==> src/rtl/ixu_pkg.sv <==
package ixu_pkg;
  localparam logic [7:0] OPC_ADD_IDX = 8'h1E;
  localparam logic [7:0] OPC_DIGITS  = 8'h33;
  localparam logic [7:0] OPC_SPILL   = 8'h55;
  localparam logic [7:0] OPC_FILL    = 8'h65;

  typedef enum logic [2:0] {
    SQ_IDLE,
    SQ_ADD,
    SQ_DIG_RD,
    SQ_DIG_WR,
    SQ_SPILL,
    SQ_FILL,
    SQ_FILL_TAIL,
    SQ_BAD
  } sq_state_e;
endpackage

==> src/rtl/ixu_digits.sv <==
// Splits an 8-bit value into hundreds, tens and ones by compare-and-subtract.
module ixu_digits (
  input  logic [7:0] val,
  output logic [3:0] hund,
  output logic [3:0] tens,
  output logic [3:0] ones
);
  logic [7:0] rem_h;
  logic [7:0] sub_t;

  always_comb begin
    if (val >= 8'd200) begin
      hund  = 4'd2;
      rem_h = val - 8'd200;
    end else if (val >= 8'd100) begin
      hund  = 4'd1;
      rem_h = val - 8'd100;
    end else begin
      hund  = 4'd0;
      rem_h = val;
    end
  end

  always_comb begin
    tens  = 4'd0;
    sub_t = 8'd0;
    for (int k = 1; k < 10; k++) begin
      if (rem_h >= 8'(10 * k)) begin
        tens  = 4'(k);
        sub_t = 8'(10 * k);
      end
    end
    ones = 4'(rem_h - sub_t);
  end
endmodule

==> src/rtl/ixu_index_reg.sv <==
// Holds I; supports direct load and add-with-carry-out.
module ixu_index_reg #(
  parameter int unsigned ADDR_W = 12,
  parameter int unsigned DATA_W = 8
) (
  input  logic              clk,
  input  logic              rst_n,
  input  logic              set_en,
  input  logic [ADDR_W-1:0] set_val,
  input  logic              add_en,
  input  logic [DATA_W-1:0] add_val,
  output logic [ADDR_W-1:0] idx,
  output logic              carry
);
  localparam int unsigned PAD_W = ADDR_W + 1 - DATA_W;

  logic [ADDR_W:0]   sum;
  logic [ADDR_W-1:0] idx_d;
  logic [ADDR_W-1:0] idx_q;
  logic              idx_en;

  assign sum   = {1'b0, idx_q} + {{PAD_W{1'b0}}, add_val};
  assign carry = sum[ADDR_W];

  always_comb begin
    idx_en = add_en | set_en;
    idx_d  = idx_q;
    if (add_en) begin
      idx_d = sum[ADDR_W-1:0];
    end else if (set_en) begin
      idx_d = set_val;
    end
  end

  always_ff @(posedge clk or negedge rst_n) begin
    if (!rst_n) begin
      idx_q <= '0;
    end else if (idx_en) begin
      idx_q <= idx_d;
    end
  end

  assign idx = idx_q;
endmodule

==> src/rtl/ixu_seq.sv <==
// Operation sequencer: decode, step counter, done/illegal generation.
module ixu_seq
  import ixu_pkg::*;
#(
  parameter int unsigned RIDX_W = 4
) (
  input  logic              clk,
  input  logic              rst_n,
  input  logic              start,
  input  logic [7:0]        opc,
  input  logic [RIDX_W-1:0] xin,
  output sq_state_e         state,
  output logic [RIDX_W-1:0] step,
  output logic [RIDX_W-1:0] xreg,
  output logic              busy,
  output logic              done,
  output logic              illegal
);
  localparam logic [RIDX_W-1:0] STEP_ONE  = RIDX_W'(1);
  localparam logic [RIDX_W-1:0] DIG_LAST  = RIDX_W'(2);

  sq_state_e         st_q, st_d;
  logic [RIDX_W-1:0] step_q, step_d;
  logic [RIDX_W-1:0] x_q;
  logic              accept;
  logic              last_step;

  assign accept    = start && (st_q == SQ_IDLE);
  assign last_step = (step_q == x_q);

  always_comb begin
    st_d   = st_q;
    step_d = step_q;
    unique case (st_q)
      SQ_IDLE: begin
        step_d = '0;
        if (start) begin
          unique case (opc)
            OPC_ADD_IDX: st_d = SQ_ADD;
            OPC_DIGITS:  st_d = SQ_DIG_RD;
            OPC_SPILL:   st_d = SQ_SPILL;
            OPC_FILL:    st_d = SQ_FILL;
            default:     st_d = SQ_BAD;
          endcase
        end
      end
      SQ_ADD:    st_d = SQ_IDLE;
      SQ_BAD:    st_d = SQ_IDLE;
      SQ_DIG_RD: begin
        st_d   = SQ_DIG_WR;
        step_d = '0;
      end
      SQ_DIG_WR: begin
        if (step_q == DIG_LAST) st_d = SQ_IDLE;
        else                    step_d = step_q + STEP_ONE;
      end
      SQ_SPILL: begin
        if (last_step) st_d = SQ_IDLE;
        else           step_d = step_q + STEP_ONE;
      end
      SQ_FILL: begin
        if (last_step) st_d = SQ_FILL_TAIL;
        else           step_d = step_q + STEP_ONE;
      end
      SQ_FILL_TAIL: st_d = SQ_IDLE;
      default:      st_d = SQ_IDLE;
    endcase
  end

  always_ff @(posedge clk or negedge rst_n) begin
    if (!rst_n) begin
      st_q   <= SQ_IDLE;
      step_q <= '0;
    end else begin
      st_q   <= st_d;
      step_q <= step_d;
    end
  end

  always_ff @(posedge clk or negedge rst_n) begin
    if (!rst_n) begin
      x_q <= '0;
    end else if (accept) begin
      x_q <= xin;
    end
  end

  always_comb begin
    unique case (st_q)
      SQ_ADD, SQ_BAD, SQ_FILL_TAIL: done = 1'b1;
      SQ_DIG_WR:                    done = (step_q == DIG_LAST);
      SQ_SPILL:                     done = last_step;
      default:                      done = 1'b0;
    endcase
  end

  assign busy    = (st_q != SQ_IDLE);
  assign illegal = (st_q == SQ_BAD);
  assign state   = st_q;
  assign step    = step_q;
  assign xreg    = x_q;
endmodule

==> src/rtl/idx_xfer_unit.sv <==
module idx_xfer_unit
  import ixu_pkg::*;
#(
  parameter int unsigned ADDR_W = 12,
  parameter int unsigned DATA_W = 8,
  parameter int unsigned RIDX_W = 4
) (
  input  logic              clk,
  input  logic              rst_n,
  input  logic              start,
  input  logic [11:0]       instr,
  input  logic              idx_set,
  input  logic [ADDR_W-1:0] idx_set_val,
  output logic              busy,
  output logic              done,
  output logic              illegal,
  output logic [ADDR_W-1:0] idx_out,
  output logic [RIDX_W-1:0] rf_raddr,
  input  logic [DATA_W-1:0] rf_rdata,
  output logic              rf_we,
  output logic [RIDX_W-1:0] rf_waddr,
  output logic [DATA_W-1:0] rf_wdata,
  output logic [ADDR_W-1:0] mem_addr,
  output logic              mem_we,
  output logic              mem_re,
  output logic [DATA_W-1:0] mem_wdata,
  input  logic [DATA_W-1:0] mem_rdata
);
  localparam logic [RIDX_W-1:0] FLAG_REG = '1;
  localparam int unsigned       DIG_PAD  = DATA_W - 4;
  localparam int unsigned       STEP_PAD = ADDR_W - RIDX_W;

  // reset: asserted asynchronously, released on the clock
  logic rst_s0, rst_q;
  always_ff @(posedge clk or negedge rst_n) begin
    if (!rst_n) begin
      rst_s0 <= 1'b0;
      rst_q  <= 1'b0;
    end else begin
      rst_s0 <= 1'b1;
      rst_q  <= rst_s0;
    end
  end

  sq_state_e         state;
  logic [RIDX_W-1:0] step;
  logic [RIDX_W-1:0] xreg;
  logic              carry;
  logic [3:0]        d_hund, d_tens, d_ones;
  logic [3:0]        dig_q [3];
  logic              dig_en;
  logic [3:0]        dig_sel;

  ixu_seq #(.RIDX_W(RIDX_W)) u_seq (
    .clk     (clk),
    .rst_n   (rst_q),
    .start   (start),
    .opc     (instr[7:0]),
    .xin     (instr[11:8]),
    .state   (state),
    .step    (step),
    .xreg    (xreg),
    .busy    (busy),
    .done    (done),
    .illegal (illegal)
  );

  ixu_index_reg #(.ADDR_W(ADDR_W), .DATA_W(DATA_W)) u_idx (
    .clk     (clk),
    .rst_n   (rst_q),
    .set_en  (idx_set && !busy),
    .set_val (idx_set_val),
    .add_en  (state == SQ_ADD),
    .add_val (rf_rdata),
    .idx     (idx_out),
    .carry   (carry)
  );

  ixu_digits u_dig (
    .val  (rf_rdata),
    .hund (d_hund),
    .tens (d_tens),
    .ones (d_ones)
  );

  // digit holding registers, captured in the read cycle
  assign dig_en = (state == SQ_DIG_RD);
  always_ff @(posedge clk or negedge rst_q) begin
    if (!rst_q) begin
      dig_q[0] <= '0;
      dig_q[1] <= '0;
      dig_q[2] <= '0;
    end else if (dig_en) begin
      dig_q[0] <= d_hund;
      dig_q[1] <= d_tens;
      dig_q[2] <= d_ones;
    end
  end

  always_comb begin
    unique case (step[1:0])
      2'd0:    dig_sel = dig_q[0];
      2'd1:    dig_sel = dig_q[1];
      default: dig_sel = dig_q[2];
    endcase
  end

  // register-file read port
  always_comb begin
    unique case (state)
      SQ_ADD, SQ_DIG_RD: rf_raddr = xreg;
      SQ_SPILL:          rf_raddr = step;
      default:           rf_raddr = '0;
    endcase
  end

  // memory port
  assign mem_addr  = idx_out + {{STEP_PAD{1'b0}}, step};
  assign mem_we    = (state == SQ_DIG_WR) || (state == SQ_SPILL);
  assign mem_re    = (state == SQ_FILL);
  assign mem_wdata = (state == SQ_DIG_WR) ? {{DIG_PAD{1'b0}}, dig_sel} : rf_rdata;

  // register-file write port
  always_comb begin
    rf_we    = 1'b0;
    rf_waddr = '0;
    rf_wdata = mem_rdata;
    unique case (state)
      SQ_ADD: begin
        rf_we    = 1'b1;
        rf_waddr = FLAG_REG;
        rf_wdata = {{(DATA_W-1){1'b0}}, carry};
      end
      SQ_FILL: begin
        rf_we    = (step != '0);
        rf_waddr = step - RIDX_W'(1);
      end
      SQ_FILL_TAIL: begin
        rf_we    = 1'b1;
        rf_waddr = xreg;
      end
      default: ;
    endcase
  end
endmodule

==> config.mk <==
export PLATFORM = sky130hd
export DESIGN_NAME = idx_xfer_unit
export DESIGN_NICKNAME = d
export VERILOG_FILES = /design/src/rtl/ixu_pkg.sv /design/src/rtl/ixu_digits.sv /design/src/rtl/ixu_index_reg.sv /design/src/rtl/ixu_seq.sv /design/src/rtl/idx_xfer_unit.sv
export SDC_FILE = /design/constraint.sdc
export NUM_CORES = 1
export LEC_CHECK = 0
export BUFFER_PORTS_ARGS = -buffer_cell sky130_fd_sc_hd__buf_2
export CORE_AREA = 2 2 99 101
export DETAILED_ROUTE_END_ITERATION = 12
export DIE_AREA = 0 0 101 103
export GPL_ROUTABILITY_DRIVEN = 0
export HOLD_SLACK_MARGIN = 0.02
export MAX_ROUTING_LAYER = met4
export PLACE_DENSITY = 0.67
export SETUP_SLACK_MARGIN = 0.5
export SLEW_MARGIN = 10
export SYNTH_ARGS = -nofsm -noshare
export SYNTH_HDL_FRONTEND = slang
export SYNTH_HIERARCHICAL = 1
export SYNTH_SLANG_ARGS = --single-unit
==> constraint.sdc <==
create_clock -name clk -period 3.85 [get_ports clk]
set_clock_uncertainty 0.2 [all_clocks]
set_input_delay 1.155 -clock clk [delete_from_list [all_inputs] [get_ports clk]]
set_output_delay 1.155 -clock clk [all_outputs]
set_load 0.1 [all_outputs]
==> summary.md, run 1 <==
| Metric | Value |
|---|---|
| Outcome | complete, but fails checks |
| Violated checks | setup timing |
| Top cell type's share of synthesized area | 0.2395 |
| GRT Util Overall | 0.2683 |
| Die area | 10400 um2 |
| Ys async rst share | 1.000 |
| Area Overhead vs Synth | 72.72% |
| Clk Latency, worst-skew pair | 0.30 ns |
| Final net count | 716 |
| Port Buf Inserts | 97 |
| R2R setup slack | 0.62 ns |
| Met2 GRT Util | 0.4697 |
| Slew headroom | 0.4442 |
| HPWL after DPL | 9279 um |
| Vias | 4436 |
| Req. time, crit path | 3.85 ns |
| CTS max path bufs | 2 |
| Ant diodes | 0 |
| Tightest Pin Transition | 0.8310 ns |
| Drt pass-1 iters | 5 |
| Total placed cells including tap cells | 709 |
| Met3 global-route usage | 0.03864 |
| Synthesized area | 3866 um2 |
| Final number of hold-violating endpoints | 0 |
| Reg-to-reg critical path endpoint | u_idx/idx[10]$_DFFE_PN0P_ |
| RSZ-0062 raised after global routing | yes |
| CTS sink count | 37 |
| Final worst-path cycle share | 1.202 |
| Vias in the first global route | 4383 |
| H-tree levels | 2 |
| Synth Instances | 444 |
| Final min period | 4.627 ns |
| Final max-slew violation count | 0 |
| Worst flop-to-flop path startpoint | u_idx/idx[0]$_DFFE_PN0P_ |
| Initial antenna violation count | 0 |
| Finished Layout Cells | 762 |
| Layout fillers | 675 |
| Row cnt | 36 |
| Busiest layer in global routing | met2 |
| First-pass GRT wire length | 21350 um |
| Gr ovfl total | 0 |
| R2r worst-path depth | 19 |
| Total Wirelength | 14540 um |
| Final WS setup | -0.7771 ns |
| Critical path origin | rf_rdata[3] |
| FMAX | 216.1 MHz |
| WL/cell | 19.08 um |
| Crit end category | flop |
| Drt via density | 5.822 |
| Chip height | 103 um |
| Syn avg cell area | 8.708 um2 |
| Die X | 101 um |
| Worst setup SP type | input pin |
| Initial DRC count | 267 |
| HP Class | reg2async |
| Cell taking the most area after synthesis | dfrtp_1 |
| I/O pin cnt | 98 |
| Maximum number of pins on one net before global-route repair | 29 |
| Max-cap violations | 0 |
| CP Class | in2reg |
| Main area contributors after synthesis | dfrtp_1 (24%), ha_1 (7.1%), mux2_4 (3.9%) |
| Synth cell types | 83 |
| Synth Flop Type | dfrtp_1 |
| Critical path arrival | 4.62 ns |
| Root Driver | clkbuf_8 |
| Final setup viols | 3 |
| CTS buffer count | 5 |
| Post-synthesis register bit count | 37 |
| CP Max Fanout | 6 |
| Routed Antenna Nets | 0 |
| Post-synth EDFFs | 0 |
| Layout cells sized above 1 | 0.5756 |
| GR Layer Usage met1 | 0.3116 |
| Core footprint | 9459 um2 |
| Sequential area share after synthesis | 0.2395 |
| CTS tree | built |
| Reg clk slew, reported paths | 0.09 ns |
| DRC | 0 |
| Synth warn | 6 |
| Initial Utilization | 0.4087 |
per-stage QoR:
| stage | area [um2] | setup TNS [ns] | hold slack, ns | utilization | setup WS, ns |
|---|---|---|---|---|---|
| floorplan | 4428 | -1.077 | 0.1312 | - | -0.6478 |
| global placement | 5700 | -2.317 | -0.07521 | 0.6026 | -0.9835 |
| detailed placement | 5700 | -2.650 | -0.07368 | 0.6026 | -1.138 |
| CTS | 6327 | -1.173 | 0.1022 | 0.6689 | -0.5810 |
| global route | 6678 | -1.711 | 0.1373 | 0.7060 | -0.8453 |
| finish | 6678 | -1.565 | 0.08341 | 0.7060 | -0.7771 |
worst max-delay path, stage by stage:
cell and delay, ns:
buf_12 0.11, inv_8 0.05, ha_4 0.10, or3b_4 0.45, a211oi_4 0.35, mux2i_4 0.17
xnor2_4 0.28, nand2_1 0.16, o2111a_1 0.31, o41ai_4 0.08, ha_2 0.23, inv_2 0.04
fa_2 0.36, xnor2_2 0.18, and4b_1 0.23, a211oi_2 0.08, mux2_4 0.27
Yosys cell counts (10+ instances only):
cell type / number
inv_1: 24
dfrtp_1: 37
nor2_1: 17
ha_1: 22
o21ai_1: 12
a211oi_1: 11
o21ai_0: 19
xnor2_1: 15
a21oi_1: 26
and3_1: 10
nand3_1: 11
mux2_4: 10
nor2b_1: 14
nand2_1: 38
logic make-up (layout without fill, tap and decap cells):
family	after synthesis	count (layout)	synth area share
DFF	37	37	0.2395
other	2	3	0.001942
buffers and inverters	43	246	0.05663
adders and majority gates	25	25	0.08673
muxes	28	28	0.09158
xor gates and xnor gates	24	24	0.05631
and+or+nand+nor	149	149	0.2249
AOI/OAI and AO/OA	136	136	0.2424
routing by layer:
layer,wire length [um],vias to the layer above
li1,-,2033
met1,5601,2126
met2,7332,212
met3,891,65
met4,712,0
met5,0,-
layout by cell type, fill, tap and decap left out, types with 9 or more instances in the layout:
cell type   n
a21oi_1    16
buf_12     21
buf_2      64
buf_4      95
buf_6      24
dfrtp_1    24
dfrtp_2     9
ha_1       13
inv_1      19
mux2_4     12
nand2_1    35
nand3_1    10
nor2_1     11
o21ai_0    14
o21ai_2     9
sequential cells by signal (all words and copies together) (netlist names):
| register | cells |
|---|---|
| u_seq/xreg | 4 |
| rst_s0 | 1 |
| u_seq/state | 3 |
| rst_q | 1 |
| dig_q | 12 |
| u_seq/step | 4 |
| u_idx/idx | 12 |
final cells by class:
class,instances,area [um2],area share
inverter,26,123.9,0.01855
sequential,37,952.2,0.1426
timing repair buffer,212,1809,0.2709
tap,114,142.6,0.02136
clock inverter,3,17.52,0.002623
clock buffer,5,68.82,0.01031
multi-input combinational,365,3563,0.5336
timing repair:
item	CTS	global route
hold buffers	1	0
setup endpoints to repair	34	31
hold endpoints to repair	7	0
resized for setup	64	60
pin swaps	26	21
buffers inserted	35	9
worst max path at each step:
stage,endpoint
after global routing,dig_q[3]$_DFFE_PN0N_
final,dig_q[3]$_DFFE_PN0N_
after CTS,dig_q[3]$_DFFE_PN0N_
after global placement,dig_q[3]$_DFFE_PN0N_
after detailed placement,dig_q[3]$_DFFE_PN0N_
after floorplan,dig_q[3]$_DFFE_PN0N_
Power of run 1 is not shown: default switching activity piles up to over one toggle a cycle in this logic, so the estimate is an artifact.
==> run 2: changes to the inputs <==
--- a/config.mk
+++ b/config.mk
@@ -6,13 +6,13 @@
 export NUM_CORES = 1
 export LEC_CHECK = 0
 export BUFFER_PORTS_ARGS = -buffer_cell sky130_fd_sc_hd__buf_2
-export CORE_AREA = 2 2 99 101
+export CORE_AREA = 2 2 96 98
 export DETAILED_ROUTE_END_ITERATION = 12
-export DIE_AREA = 0 0 101 103
+export DIE_AREA = 0 0 98 100
 export GPL_ROUTABILITY_DRIVEN = 0
 export HOLD_SLACK_MARGIN = 0.02
 export MAX_ROUTING_LAYER = met4
-export PLACE_DENSITY = 0.67
+export PLACE_DENSITY = 0.71
 export SETUP_SLACK_MARGIN = 0.5
 export SLEW_MARGIN = 10
 export SYNTH_ARGS = -nofsm -noshare
==> run 2 against run 1 <==
  * The run still ends with setup timing left
  * Via count down 3.9%
  * Setup slack got worse by 0.038 ns
  * Routed wire length decreased by 8.7%
  * Die area shrank 5.8%
  * Count of clock-buffer cells in the layout unchanged
  * Sequential share of layout area is 0.41 points higher
  * Final cell count is 2.0% lower
  * Sequential cell count is the same
  * Largest cell class unchanged
  * Highest routed layer unchanged
==> summary.md, run 2 (synthesis gave the netlist of run 1 again) <==
| Metric | Value |
|---|---|
| Row cnt | 35 (-2.8%) |
| RSZ-0062 raised after global routing | yes |
| Most used cell, CP | xnor2_2 |
| CTS tree | built |
| Worst setup SP type | input pin |
| Clk Latency, worst-skew pair | 0.30 ns (about the same) |
| HP Class | reg2async |
| H-tree levels | 2 (unchanged) |
| Final WS setup | -0.8155 ns (-0.03842 ns) |
| Final max-slew violation count | 0 (unchanged) |
| Port Buf Inserts | 97 (unchanged) |
| Final min period | 4.666 ns (+0.03842 ns) |
| I/O pin cnt | 98 (unchanged) |
| HPWL after DPL | 9077 um (-2.2%) |
| Slew headroom | 0.4754 (+0.03123) |
| Critical path, cell by cell | buf_12, inv_16, ha_4, or3b_4, a21o_4, mux2i_4, xnor2_2, buf_4, nand3_2, a21oi_2, o41ai_4, ha_2, inv_2, fa_2, xnor2_2, and4b_1, a211oi_2, mux2_4 |
| FMAX | 214.3 MHz (-0.82%) |
| Violated checks | setup timing |
| Outcome | complete, but fails checks |
| Critical path arrival | 4.65 ns (+0.03 ns) |
| CTS buffer count | 5 (unchanged) |
| Initial Utilization | 0.4349 (+0.02617) |
| Critical path origin | rf_rdata[2] |
| Maximum number of pins on one net before global-route repair | 28 (-3.4%) |
| Layout fillers | 610 (-9.6%) |
| Reg clk slew, reported paths | 0.08 ns (about the same) |
| Core footprint | 8890 um2 (-6.0%) |
| TNS Setup | -1.674 ns (-0.1096 ns) |
| CTS max path bufs | 2 (unchanged) |
| Multi-input logic area | 3457 um2 (-3.0%) |
| DRC | 0 (unchanged) |
| Register area | 952.2 um2 (unchanged) |
| Root Driver | clkbuf_8 |
| Final net count | 704 (-1.7%) |
| Final setup viols | 3 (unchanged) |
| Vias in the first global route | 4132 (-5.7%) |
| Area Overhead vs Synth | 67.90% |
| Layout cells sized above 1 | 0.5550 (-0.02059) |
| Slowest cell on crit path | or3b_4 |
| Die X | 98 um (-3.0%) |
| Max-cap violations | 0 (unchanged) |
| Tightest Pin Transition | 0.7843 ns (-0.04669 ns) |
| Initial antenna violation count | 0 (unchanged) |
| Req. time, crit path | 3.83 ns (-0.02 ns) |
| Gr ovfl total | 0 (unchanged) |
| CP Class | in2reg |
| Initial DRC count | 186 (-30%) |
| Most frequent cells in the layout | buf_4 (88), buf_2 (63), nand2_1 (34), dfrtp_1 (24), buf_6 (23) |
| Delay of the slowest critical-path stage | 0.38 ns (-0.07 ns) |
| Routed Antenna Nets | 0 (unchanged) |
| Worst path bufs/invs | 4 (+1) |
| Die area | 9800 um2 (-5.8%) |
| Drt pass-1 iters | 6 (+1) |
| Total Wirelength | 13270 um (-8.7%) |
| Worst flop-to-flop path startpoint | u_idx/idx[0]$_DFFE_PN0P_ |
| Crit end category | flop |
| CP Max Fanout | 6 (unchanged) |
| GRT Util Overall | 0.2589 (-0.009356) |
| Drt via density | 5.710 (-1.9%) |
| First-pass GRT wire length | 20130 um (-5.7%) |
| Ant diodes | 0 (unchanged) |
| Vias | 4265 (-3.9%) |
| CTS sink count | 37 (unchanged) |
| Commonest non-fill, non-tap cell in the layout | buf_4 |
| CP top delay family | compound AO/OA/AOI/OAI gates |
| Chip height | 100 um (-2.9%) |
| Final worst-path cycle share | 1.212 (+0.009980) |
| Final number of hold-violating endpoints | 0 (unchanged) |
| WL/cell | 17.77 um (-6.9%) |
[run 2: cell types whose count changed in the layout (fill, tap and decap cells not counted), moves of 4 or more]
cell / delta
a21oi_4: -4
nor3_2: -4
a21oi_1: +4
buf_4: -7
[run 2: routing by layer]
metal / up-vias / part of all wire / track usage
met5: - / 0 / -
met4: 0 / 0.028 / 0.08333
met3: 37 / 0.049 / 0.03760
met2: 151 / 0.51 / 0.4521
met1: 2065 / 0.42 / 0.3098
li1: 2012 / - / -
[run 2: repair_timing]
| item | 4_1_cts | 5_1_grt |
|---|---|---|
| hold endpoints to repair | 9 | 0 |
| setup endpoints to repair | 33 | 30 |
| buffers inserted | 25 | 10 |
| pin swaps | 24 | 27 |
| hold buffers | 1 | 0 |
| gates resized for setup | 50 | 53 |
[run 2: final timing paths]
kind / end / slack (ns) / cells after the start
setup / recovery: dig_q[3]$_DFFE_PN0N_ / -0.82 / 18
hold reg to reg: u_seq/xreg[1]$_DFFE_PN0P_ / 0.10 / 1
setup reg to reg: u_idx/idx[10]$_DFFE_PN0P_ / 0.94 / 15
hold / removal: u_seq/xreg[1]$_DFFE_PN0P_ / 0.10 / 1
max in group asynchronous: dig_q[6]$_DFFE_PN0N_ / 2.60 / 1
min in group clk: rst_q$_DFF_PN0_ / 0.16 / 0
[run 2: worst register-to-register path, stage by stage, from the launching register on]
cell	delay, ns
dfrtp_4	0.52
ha_4	0.18
fa_2	0.37
a21oi_2	0.18
buf_4	0.14
buf_6	0.08
buf_6	0.08
buf_6	0.08
buf_6	0.08
buf_6	0.08
buf_6	0.08
buf_6	0.09
o21ai_4	0.06
a22o_1	0.28
o31ai_2	0.24
a21oi_1	0.06
[run 2: through the flow]
step / setup WS [ns] / util / std cells / area, um2 / hold WS [ns]
floorplan: -0.6478 / - / 445 / 4428 / 0.1312
global placement: -0.9899 / 0.6383 / 703 / 5674 / -0.04004
detailed placement: -1.109 / 0.6383 / 703 / 5674 / -0.03802
CTS: -0.7224 / 0.6975 / 737 / 6201 / 0.1248
global route: -0.8682 / 0.7302 / 747 / 6491 / 0.1409
finish: -0.8155 / 0.7302 / 747 / 6491 / 0.1028
[run 2: layout make-up]
class / instances / area share
repair buffers: 200 / 0.2596
multi-input cells: 365 / 0.5326
flip-flops and latches: 37 / 0.1467
clock buffers: 5 / 0.01060
clock inverters: 3 / 0.01002
well taps: 111 / 0.02140
inverters: 26 / 0.01908
Power of run 2 is left out for the same reason.
==> run 3: changes to the inputs <==
--- a/config.mk
+++ b/config.mk
@@ -6,13 +6,13 @@
 export NUM_CORES = 1
 export LEC_CHECK = 0
 export BUFFER_PORTS_ARGS = -buffer_cell sky130_fd_sc_hd__buf_2
-export CORE_AREA = 2 2 96 98
+export CORE_AREA = 2 2 92 94
 export DETAILED_ROUTE_END_ITERATION = 12
-export DIE_AREA = 0 0 98 100
+export DIE_AREA = 0 0 94 96
 export GPL_ROUTABILITY_DRIVEN = 0
 export HOLD_SLACK_MARGIN = 0.02
 export MAX_ROUTING_LAYER = met4
-export PLACE_DENSITY = 0.71
+export PLACE_DENSITY = 0.77
 export SETUP_SLACK_MARGIN = 0.5
 export SLEW_MARGIN = 10
 export SYNTH_ARGS = -nofsm -noshare
==> run 3 against run 2 <==
  * Final cell count decreased by 0.80%
  * Sequential share of layout area increased by 0.11 points
  * Worst hold slack got worse by 0.032 ns
  * Largest cell class unchanged
  * Sequential cell count unchanged
  * The flow still finishes with violations (setup timing)
==> summary.md, run 3 (synthesis gave the netlist of run 1 again) <==
| Metric | Value |
|---|---|
| Final number of hold-violating endpoints | 0 (unchanged) |
| Final WS setup | -0.8221 ns (-0.006531 ns) |
| Initial Utilization | 0.4802 (+0.04528) |
| Row cnt | 33 (-5.7%) |
| Vias in the first global route | 4467 (+8.1%) |
| Drt pass-1 iters | 7 (+1) |
| DRC | 0 (unchanged) |
| Core Util, Final | 0.7989 (+0.06872) |
| Layout cells sized above 1 | 0.5535 (-0.001572) |
| Crit end category | flop |
| I/O pin cnt | 98 (unchanged) |
| Gr ovfl total | 0 (unchanged) |
| Chip height | 96 um (-4.0%) |
| Commonest non-fill, non-tap cell in the layout | buf_4 |
| CTS max path bufs | 2 (unchanged) |
| Dpl ws | -1.136 ns (-0.02683 ns) |
| Reg clk slew, reported paths | 0.09 ns (about the same) |
| Clk Latency, worst-skew pair | 0.30 ns (about the same) |
| Req. time, crit path | 3.84 ns (about the same) |
| CTS sink count | 37 (unchanged) |
| Maximum number of pins on one net before global-route repair | 29 (+3.6%) |
| Max-cap violations | 0 (unchanged) |
| Tightest Pin Transition | 0.8084 ns (+0.02414 ns) |
| Drt via density | 6.224 (+9.0%) |
| Die X | 94 um (-4.1%) |
| CTS tree | built |
| Vias | 4612 (+8.1%) |
| HP Class | reg2async |
| Final net count | 704 (unchanged) |
| WL/cell | 19.89 um (+12%) |
| Outcome | complete, but fails checks |
| Core footprint | 8051 um2 (-9.4%) |
| CP Max Fanout | 6 (unchanged) |
| Slew headroom | 0.4593 (-0.01614) |
| HPWL after DPL | 9401 um (+3.6%) |
| Ant diodes | 0 (unchanged) |
| Worst setup SP type | input pin |
| Most frequent cells in the layout | buf_4 (94), buf_2 (67), nand2_1 (35), dfrtp_1 (25) |
| First-pass GRT wire length | 21620 um (+7.4%) |
| Final min period | 4.672 ns (+0.006531 ns) |
| Initial DRC count | 416 (+120%) |
| Critical path arrival | 4.66 ns (about the same) |
| TNS Setup | -1.879 ns (-0.2048 ns) |
| H-tree levels | 2 (unchanged) |
| CP Class | in2reg |
| Final max-slew violation count | 0 (unchanged) |
| Final setup viols | 5 (+2) |
| CTS buffer count | 5 (unchanged) |
| Violated checks | setup timing |
| Initial antenna violation count | 0 (unchanged) |
| Layout fillers | 469 (-23%) |
| Total Wirelength | 14740 um (+11%) |
| Port Buf Inserts | 97 (unchanged) |
| Die area | 9024 um2 (-7.9%) |
| FMAX | 214.0 MHz (-0.14%) |
| GRT Util Overall | 0.3102 (+0.05131) |
| Routed Antenna Nets | 0 (unchanged) |
| Area Overhead vs Synth | 66.38% |
| RSZ-0062 raised after global routing | yes |
| Final worst-path cycle share | 1.214 (+0.001696) |
| Root Driver | clkbuf_8 |
==> run 3: final timing paths <==
| check | endpoint | depth (start not counted) | slack, ns | start |
|---|---|---|---|---|
| max | dig_q[3]$_DFFE_PN0N_ | 17 | -0.82 | rf_rdata[3] |
| min | dig_q[6]$_DFFE_PN0N_ | 1 | 0.07 | rst_q$_DFF_PN0_ |
| max reg2reg | u_idx/idx[7]$_DFFE_PN0P_ | 7 | 1.14 | u_seq/state[1]$_DFFE_PN0P_ |
| min reg2reg | dig_q[6]$_DFFE_PN0N_ | 1 | 0.07 | rst_q$_DFF_PN0_ |
| max in group asynchronous | u_seq/xreg[1]$_DFFE_PN0P_ | 1 | 2.70 | rst_q$_DFF_PN0_ |
| min in group clk | rst_q$_DFF_PN0_ | 0 | 0.16 | rst_s0$_DFF_PN0_ |
==> run 3: area by class of cell <==
| type | instances | area [um2] | share of cell area |
|---|---|---|---|
| clock buffer | 5 | 68.82 | 0.01070 |
| clock inverter | 3 | 65.06 | 0.01011 |
| tap | 105 | 131.4 | 0.02042 |
| sequential | 37 | 950.9 | 0.1478 |
| inverter | 26 | 128.9 | 0.02004 |
| timing repair buffer | 200 | 1647 | 0.2560 |
| multi-input combinational | 365 | 3441 | 0.5349 |
==> run 3: per-stage QoR <==
stage | cells | hold slack, ns | area (um2)
final | 741 | 0.07101 | 6432
after global routing | 741 | 0.1490 | 6432
after CTS | 728 | 0.09236 | 6155
after detailed placement | 704 | -0.05765 | 5674
after global placement | 704 | -0.06211 | 5674
after floorplan | 445 | 0.1312 | 4428
==> run 3: worst max-delay path, cell delays in order <==
cell and delay [ns]:
buf_12 0.10, clkinv_8 0.05, buf_4 0.12, ha_1 0.20, a21boi_0 0.15, buf_4 0.17, a211oi_4 0.28, mux2i_4 0.18
xnor2_4 0.28, o21ai_0 0.26, a211oi_2 0.38, o21ai_1 0.16, fa_2 0.42, xnor2_2 0.16, a41oi_1 0.27, a211oi_2 0.08
mux2_4 0.26
==> run 3: per-layer routing <==
| metal | GRT usage | part of all wire |
|---|---|---|
| met1 | 0.3655 | 0.38 |
| met2 | 0.5387 | 0.49 |
| met3 | 0.04464 | 0.081 |
| met4 | 0.1208 | 0.047 |
| met5 | - | 0 |
==> run 3: timing repair <==
action,4_1_cts,5_1_grt
setup buffers,15,13
resized for setup,57,38
pin swaps,17,12
endpoints found under the setup margin,23,23
endpoints found under the hold margin,7,0
hold buffers,1,0
Power of run 3 is left out for the same reason.
